### src/rtl/scrub_pkg.sv
// Shared types for the readback scrubber.
// Assumes nothing beyond the standard language.
package scrub_pkg;

    // Controller phases
    typedef enum logic [2:0] {
        ST_SCAN    = 3'd0,  // read back and compare the current frame
        ST_REPAIR  = 3'd1,  // rewrite the frame from the golden copy
        ST_VERIFY  = 3'd2,  // read back again to confirm the repair
        ST_PAUSED  = 3'd3,  // idle, acknowledging a pause request
        ST_REFRESH = 3'd4   // copy reconfigured frames into the golden copy
    } scrub_state_e;

endpackage

### src/rtl/scrub_word_cnt.sv
// Word index counter within a frame.
// Counts 0..WPF-1 while run is high and wraps to 0 after the last word.
// Assumes WPF >= 2 and that every active phase walks a whole frame.
module scrub_word_cnt #(
    parameter  int WPF  = 8,
    localparam int WA_W = $clog2(WPF)
) (
    input  logic            clk,
    input  logic            rst_n,
    input  logic            run,
    output logic [WA_W-1:0] idx,
    output logic            last
);

    localparam logic [WA_W-1:0] LAST_IDX = WA_W'(WPF - 1);

    assign last = (idx == LAST_IDX);

    // Advance the word index, wrapping at the end of a frame
    always_ff @(posedge clk) begin
        if (!rst_n) begin
            idx <= '0;
        end else if (run) begin
            idx <= last ? '0 : idx + 1'b1;
        end
    end

endmodule

### src/rtl/scrub_frame_cmp.sv
// Frame mismatch accumulator.
// Compares one word pair per enabled cycle and reports, on the last word,
// whether any word of the frame differed. Clears itself after the last word.
// Assumes en stays high for all words of the frame being checked.
module scrub_frame_cmp #(
    parameter int DW = 32
) (
    input  logic          clk,
    input  logic          rst_n,
    input  logic          en,
    input  logic          last,
    input  logic [DW-1:0] rd_word,
    input  logic [DW-1:0] ref_word,
    output logic          frame_bad
);

    logic seen_bad;

    assign frame_bad = seen_bad | (en && (rd_word != ref_word));

    // Remember a mismatch until the frame ends
    always_ff @(posedge clk) begin
        if (!rst_n) begin
            seen_bad <= 1'b0;
        end else if (en) begin
            seen_bad <= last ? 1'b0 : frame_bad;
        end
    end

endmodule

### src/rtl/scrub_stats.sv
// Status counters: frames scanned, frames repaired, frames left bad.
// Each counter wraps modulo 2**CNT_W.
// Assumes at most one increment pulse per counter per cycle.
module scrub_stats #(
    parameter int CNT_W = 16
) (
    input  logic             clk,
    input  logic             rst_n,
    input  logic             inc_scan,
    input  logic             inc_corr,
    input  logic             inc_unc,
    output logic [CNT_W-1:0] scanned,
    output logic [CNT_W-1:0] corrected,
    output logic [CNT_W-1:0] uncorrectable
);

    // Count finished frames and their outcomes
    always_ff @(posedge clk) begin
        if (!rst_n) begin
            scanned       <= '0;
            corrected     <= '0;
            uncorrectable <= '0;
        end else begin
            if (inc_scan) scanned       <= scanned + 1'b1;
            if (inc_corr) corrected     <= corrected + 1'b1;
            if (inc_unc)  uncorrectable <= uncorrectable + 1'b1;
        end
    end


    scan_step_chk: assert property (@(posedge clk) disable iff (!rst_n)
        (scanned == $past(scanned)) || (scanned == $past(scanned) + 1'b1));


    outcome_excl_chk: assert property (@(posedge clk) disable iff (!rst_n)
        !((corrected != $past(corrected)) && (uncorrectable != $past(uncorrectable))));


    outcome_scanned_chk: assert property (@(posedge clk) disable iff (!rst_n)
        ((corrected != $past(corrected)) || (uncorrectable != $past(uncorrectable)))
        |-> (scanned != $past(scanned)));

endmodule

### src/rtl/scrub_ctrl.sv
// Readback configuration scrubber controller (top).
// Loops over configuration frames, compares each with a golden copy,
// rewrites and rechecks frames that differ, and supports a pause with a
// golden-copy reload for a reconfigured region.
// Assumes both memories read asynchronously at (mem_frame, mem_word) and
// write on the next rising edge; frame_count changes only while paused;
// pr_base + pr_len does not exceed 2**FA_W.
module scrub_ctrl
    import scrub_pkg::*;
#(
    parameter int DW    = 32,
    parameter int FA_W  = 5,
    parameter int WPF   = 8,
    parameter int CNT_W = 16
) (
    input  logic                    clk,
    input  logic                    rst_n,
    input  logic [FA_W:0]           frame_count,
    input  logic                    pause_req,
    input  logic [FA_W-1:0]         pr_base,
    input  logic [FA_W:0]           pr_len,
    output logic [FA_W-1:0]         mem_frame,
    output logic [$clog2(WPF)-1:0]  mem_word,
    output logic                    cfg_rd_en,
    input  logic [DW-1:0]           cfg_rdata,
    output logic                    cfg_we,
    output logic [DW-1:0]           cfg_wdata,
    input  logic [DW-1:0]           gold_rdata,
    output logic                    gold_we,
    output logic [DW-1:0]           gold_wdata,
    output logic                    pause_ack,
    output logic [CNT_W-1:0]        cnt_scanned,
    output logic [CNT_W-1:0]        cnt_corrected,
    output logic [CNT_W-1:0]        cnt_uncorrectable
);

    localparam int WA_W = $clog2(WPF);

    scrub_state_e      st;
    logic [FA_W-1:0]   scan_frame;
    logic [FA_W-1:0]   rf_frame;
    logic [FA_W:0]     rf_left;
    logic [WA_W-1:0]   word_idx;
    logic              word_last;
    logic              frame_bad;
    logic              cmp_en;
    logic [FA_W:0]     fc_eff;
    logic [FA_W-1:0]   scan_next;
    logic              frame_done;

    // Effective loop length, with zero treated as a single frame
    always_comb begin
        fc_eff = (frame_count == '0) ? {{FA_W{1'b0}}, 1'b1} : frame_count;
    end

    // Next scan address, wrapping at the loop length
    always_comb begin
        if (({1'b0, scan_frame} + 1'b1) >= fc_eff) scan_next = '0;
        else                                       scan_next = scan_frame + 1'b1;
    end

    assign cmp_en     = (st == ST_SCAN) || (st == ST_VERIFY);
    assign frame_done = word_last &&
                        (((st == ST_SCAN) && !frame_bad) || (st == ST_VERIFY));

    scrub_word_cnt #(.WPF(WPF)) u_word (
        .clk   (clk),
        .rst_n (rst_n),
        .run   (st != ST_PAUSED),
        .idx   (word_idx),
        .last  (word_last)
    );

    scrub_frame_cmp #(.DW(DW)) u_cmp (
        .clk       (clk),
        .rst_n     (rst_n),
        .en        (cmp_en),
        .last      (word_last),
        .rd_word   (cfg_rdata),
        .ref_word  (gold_rdata),
        .frame_bad (frame_bad)
    );

    scrub_stats #(.CNT_W(CNT_W)) u_stats (
        .clk           (clk),
        .rst_n         (rst_n),
        .inc_scan      (frame_done),
        .inc_corr      ((st == ST_VERIFY) && word_last && !frame_bad),
        .inc_unc       ((st == ST_VERIFY) && word_last && frame_bad),
        .scanned       (cnt_scanned),
        .corrected     (cnt_corrected),
        .uncorrectable (cnt_uncorrectable)
    );

    // Phase sequencing, scan address and refresh bookkeeping
    always_ff @(posedge clk) begin
        if (!rst_n) begin
            st         <= ST_SCAN;
            scan_frame <= '0;
            rf_frame   <= '0;
            rf_left    <= '0;
        end else begin
            case (st)
                ST_SCAN: begin
                    if (word_last) begin
                        if (frame_bad) begin
                            st <= ST_REPAIR;
                        end else begin
                            scan_frame <= scan_next;
                            st         <= pause_req ? ST_PAUSED : ST_SCAN;
                        end
                    end
                end
                ST_REPAIR: begin
                    if (word_last) st <= ST_VERIFY;
                end
                ST_VERIFY: begin
                    if (word_last) begin
                        scan_frame <= scan_next;
                        st         <= pause_req ? ST_PAUSED : ST_SCAN;
                    end
                end
                ST_PAUSED: begin
                    if (!pause_req) begin
                        if ({1'b0, scan_frame} >= fc_eff) scan_frame <= '0;
                        if (pr_len != '0) begin
                            rf_frame <= pr_base;
                            rf_left  <= pr_len;
                            st       <= ST_REFRESH;
                        end else begin
                            st <= ST_SCAN;
                        end
                    end
                end
                ST_REFRESH: begin
                    if (word_last) begin
                        if (rf_left == {{FA_W{1'b0}}, 1'b1}) begin
                            st <= ST_SCAN;
                        end else begin
                            rf_frame <= rf_frame + 1'b1;
                            rf_left  <= rf_left - 1'b1;
                        end
                    end
                end
                default: st <= ST_SCAN;
            endcase
        end
    end

    // Memory-side address, strobes and write data
    always_comb begin
        mem_frame  = (st == ST_REFRESH) ? rf_frame : scan_frame;
        mem_word   = word_idx;
        cfg_rd_en  = (st == ST_SCAN) || (st == ST_VERIFY) || (st == ST_REFRESH);
        cfg_we     = (st == ST_REPAIR);
        cfg_wdata  = gold_rdata;
        gold_we    = (st == ST_REFRESH);
        gold_wdata = cfg_rdata;
        pause_ack  = (st == ST_PAUSED);
    end


    paused_quiet_chk: assert property (@(posedge clk) disable iff (!rst_n)
        pause_ack |-> (!cfg_we && !gold_we));


    ack_after_req_chk: assert property (@(posedge clk) disable iff (!rst_n)
        $rose(pause_ack) |-> $past(pause_req));


    reread_after_fix_chk: assert property (@(posedge clk) disable iff (!rst_n)
        $fell(cfg_we) |-> (cfg_rd_en && (mem_frame == $past(mem_frame))));


    scan_in_range_chk: assert property (@(posedge clk) disable iff (!rst_n)
        ((st == ST_SCAN) && ($past(st) == ST_SCAN) && $stable(frame_count))
        |-> ({1'b0, scan_frame} < fc_eff));


    paused_hold_chk: assert property (@(posedge clk) disable iff (!rst_n)
        (pause_ack && $past(pause_ack)) |-> $stable(cnt_scanned));

endmodule

### config.mk
export PLATFORM = sky130hd
export DESIGN_NAME = scrub_ctrl
export DESIGN_NICKNAME = d
export VERILOG_FILES = /design/src/rtl/scrub_pkg.sv /design/src/rtl/scrub_word_cnt.sv /design/src/rtl/scrub_frame_cmp.sv /design/src/rtl/scrub_stats.sv /design/src/rtl/scrub_ctrl.sv
export SDC_FILE = /design/constraint.sdc
export NUM_CORES = 1
export LEC_CHECK = 0
export ABC_AREA = 1
export ABC_CLOCK_PERIOD_IN_PS = 4600
export BUFFER_PORTS_ARGS = -buffer_cell sky130_fd_sc_hd__buf_2
export CAP_MARGIN = 20
export CORE_AREA = 5 5 140 142
export DETAILED_ROUTE_END_ITERATION = 6
export DIE_AREA = 0 0 145 147
export PLACE_DENSITY_LB_ADDON = 0.2
export SETUP_SLACK_MARGIN = 0.5
export SKIP_LAST_GASP = 1
export SYNTH_ARGS = -nofsm -noshare
export SYNTH_HDL_FRONTEND = slang
export SYNTH_SLANG_ARGS = --single-unit
### constraint.sdc
create_clock -name clk -period 4.6 [get_ports clk]
set_clock_uncertainty 0.05 [all_clocks]
set_input_delay 0.92 -clock clk [delete_from_list [all_inputs] [get_ports clk]]
set_output_delay 0.92 -clock clk [all_outputs]
set_load 0.03 [all_outputs]
==> impl_metrics.tcl <==
set metrics [dict create \
    drv_cap 0 \
    rrSetupSlack_ps 2120 \
    clkTransAtPathRegs_ps 60 \
    ant_nets 0 \
    max_slew_margin 0.486 \
    wl_mm 14.3 \
    cts_max_level 3 \
    fin_crit_sh 0.672 \
    power_density_mw_per_mm2 295 \
    seq_area_mm2 0.00142 \
    startpoint_type "flip-flop" \
    p_leak_nw 3.02 \
    syn_avg_cell_area_um2 6.71 \
    place_congestion 0.820 \
    clock-sinks 71 \
    ys_ff_latch 71 \
    viasPerCell 4.37 \
    worstSetupEndpointType "output port" \
    die_h_um 147 \
    stdcell_count 1178 \
    cts_setup_buffers 0 \
    antenna_found_initial 0 \
    syn2layout_area_growth_pct 19.4 \
    drc 0 \
    syn_area_mm2 0.00537 \
    initial_core_util 0.293 \
    status "finished clean" \
    slew_viol_final 0 \
    io_pins 208 \
    cp_data_required_time_ps 3630 \
    fillers 2009 \
    dpl.hpwl_mm 11.3 \
    preCtsSetupSlack_ps 1760 \
    synth_edf_count 0 \
    clockBufferDepth 2 \
    grt_max_degree 39 \
    die_area_mm2 0.0213 \
    grt_pass1_wl_mm 23.6 \
    seqPwrFrac 0.362 \
    gr-total-overflow 0 \
    multi_input_area_mm2 0.00296 \
    cts_tree "done" \
    fin_nets 1043 \
    worst_skew_pair.late_latency_ps 340 \
    ys_seq_area_frac 0.265 \
    crit_arrival_ps 2120 \
    cts_buffers 9 \
    die_w_um 145 \
    switching_share 0.334 \
    port_buffers 207 \
    holdWs_ps 420 \
    row_count 50 \
    finalSetupTns_ps 0 \
    hold_viol 0 \
    ir_drop_mv 0.152 \
    p_sw_mw 0.631 \
    core_area_mm2 0.0183 \
    grt_pass1_vias 4859 \
    setup_ws_ps 1510 \
    diodes 0 \
    synthArstFlopShare 0 \
    drt-initial-drc-count 179 \
    yosysWarnings 0 \
    max_freq_ghz 0.323 \
    clockRootBuffer "clkbuf_16" \
    holdBufCountCts 0 \
    combPwrFrac 0.267 \
    vias 5149 \
    wl_per_cell_um 12.2 \
    crit_fanout 25 \
    hp-class "flip-flop to flip-flop" \
    ys.flop_type "dfxtp_1" \
    power.share.clock 0.371 \
    max_slew.worst_pin.slew_ps 768 \
    p_int_mw 1.26 \
    total_power_mw 1.89 \
    rsz0062_at_grt "false" \
    setup_viol 0 \
    synthCells 800 \
    cts_resized 0 \
    dpl.cell_count 1162 \
    synth_cell_types 41 \
    grt_use_total 0.129 \
    synth_fp_nets 904 \
    drive_gt1_frac 0.280 \
    first_pass_iters 4 \
    critical_path_class "flip-flop to output port" \
    fin_crit_ps 3090 \
]
==> cells in the final DEF (no fill, tap or decap), types with 8 or more instances in the layout <==
cell type  instances
ha_1              20
clkbuf_16          9
xnor2_1           32
buf_2            207
nand2_2           11
nor3_1            20
dfxtp_1           71
nor2_1            73
nand3_1           29
nand4_1            8
inv_1             92
inv_2              8
nand2_1          191
o21ai_0           43
xor2_1            28
a21oi_1           43
a21oi_2            9
==> stage by stage <==
stage,util,instance area (um2)
6_report,0.349,6400
5_1_grt,0.349,6400
4_1_cts,0.349,6400
3_5_place_dp,0.333,6110
3_3_place_gp,0.333,6110
2_1_floorplan,-,5370
==> Yosys cell counts (all sizes together), types with 2 or more instances <==
cell,instances,area (um2)
nand3,30,155
nor3,21,110
inv,100,375
ha,20,250
a22oi,2,15.0
a31oi,7,43.8
dfxtp,71,1420
a211oi,4,30.0
nand4,8,50.1
nor2,78,329
nor4,6,37.5
clkbuf,10,37.5
o21ai,44,220
buf,71,561
a21oi,52,294
xor2,28,245
nand2,205,820
xnor2,32,280
==> kinds of logic after synthesis <==
kind of cell | Yosys count | synth area share
AO/OA/AOI/OAI | 116 | 0.124
AND/OR/NAND/NOR | 351 | 0.284
adder cells (fa/ha/maj) | 20 | 0.0466
flip-flops | 71 | 0.265
buffers and inverters | 182 | 0.183
XOR/XNOR | 60 | 0.0979
==> worst max-delay path, stage by stage, from the launching register on <==
cell,delay [ps]
dfxtp_1,410
nor2_1,60
nand2_1,560
inv_1,380
nand2_1,140
nand2_1,50
buf_2,170
==> power by group through the flow <==
stage,registers (mW),logic (mW),clock network (mW)
after floorplan,0.696,0.401,0
after global placement,0.697,0.516,0
after detailed placement,0.698,0.509,0
after CTS,0.684,0.511,0.727
after global routing,0.690,0.567,0.746
final,0.684,0.504,0.700
==> sequential cells by signal (all words and copies together), names as in the netlist <==
name and flops:
rf_left 6, u_stats.scanned 16, u_word.idx 3, u_stats.corrected 16, st 3, scan_frame 5
rf_frame 5, u_cmp.seen_bad 1, u_stats.uncorrectable 16
==> path summary, 6_finish.rpt <==
kind                    start            to  cells after the start
setup reg to reg        st[1]   rf_frame[4]                     10
hold reg to reg   rf_frame[4]   rf_frame[4]                      2
hold / removal    rf_frame[4]   rf_frame[4]                      2
setup / recovery        st[1]  mem_frame[2]                      6
==> routing by layer <==
| layer | GRT usage | vias to the layer above | wire length, um |
|---|---|---|---|
| met5 | 0 | - | 0 |
| met4 | 0.0292 | 0 | 137 |
| met3 | 0.0370 | 12 | 774 |
| met2 | 0.215 | 116 | 6710 |
| met1 | 0.166 | 2257 | 6710 |
| li1 | - | 2764 | - |
==> cell type report <==
type / instances / area share
flip-flops and latches: 71 / 0.222
clock inverters: 3 / 0.00664
clock buffers: 13 / 0.0391
multi-input cells: 547 / 0.462
inverters: 101 / 0.0600
well taps: 234 / 0.0457
repair buffers: 209 / 0.164
No activity file was read; power rests on OpenSTA's default activity.
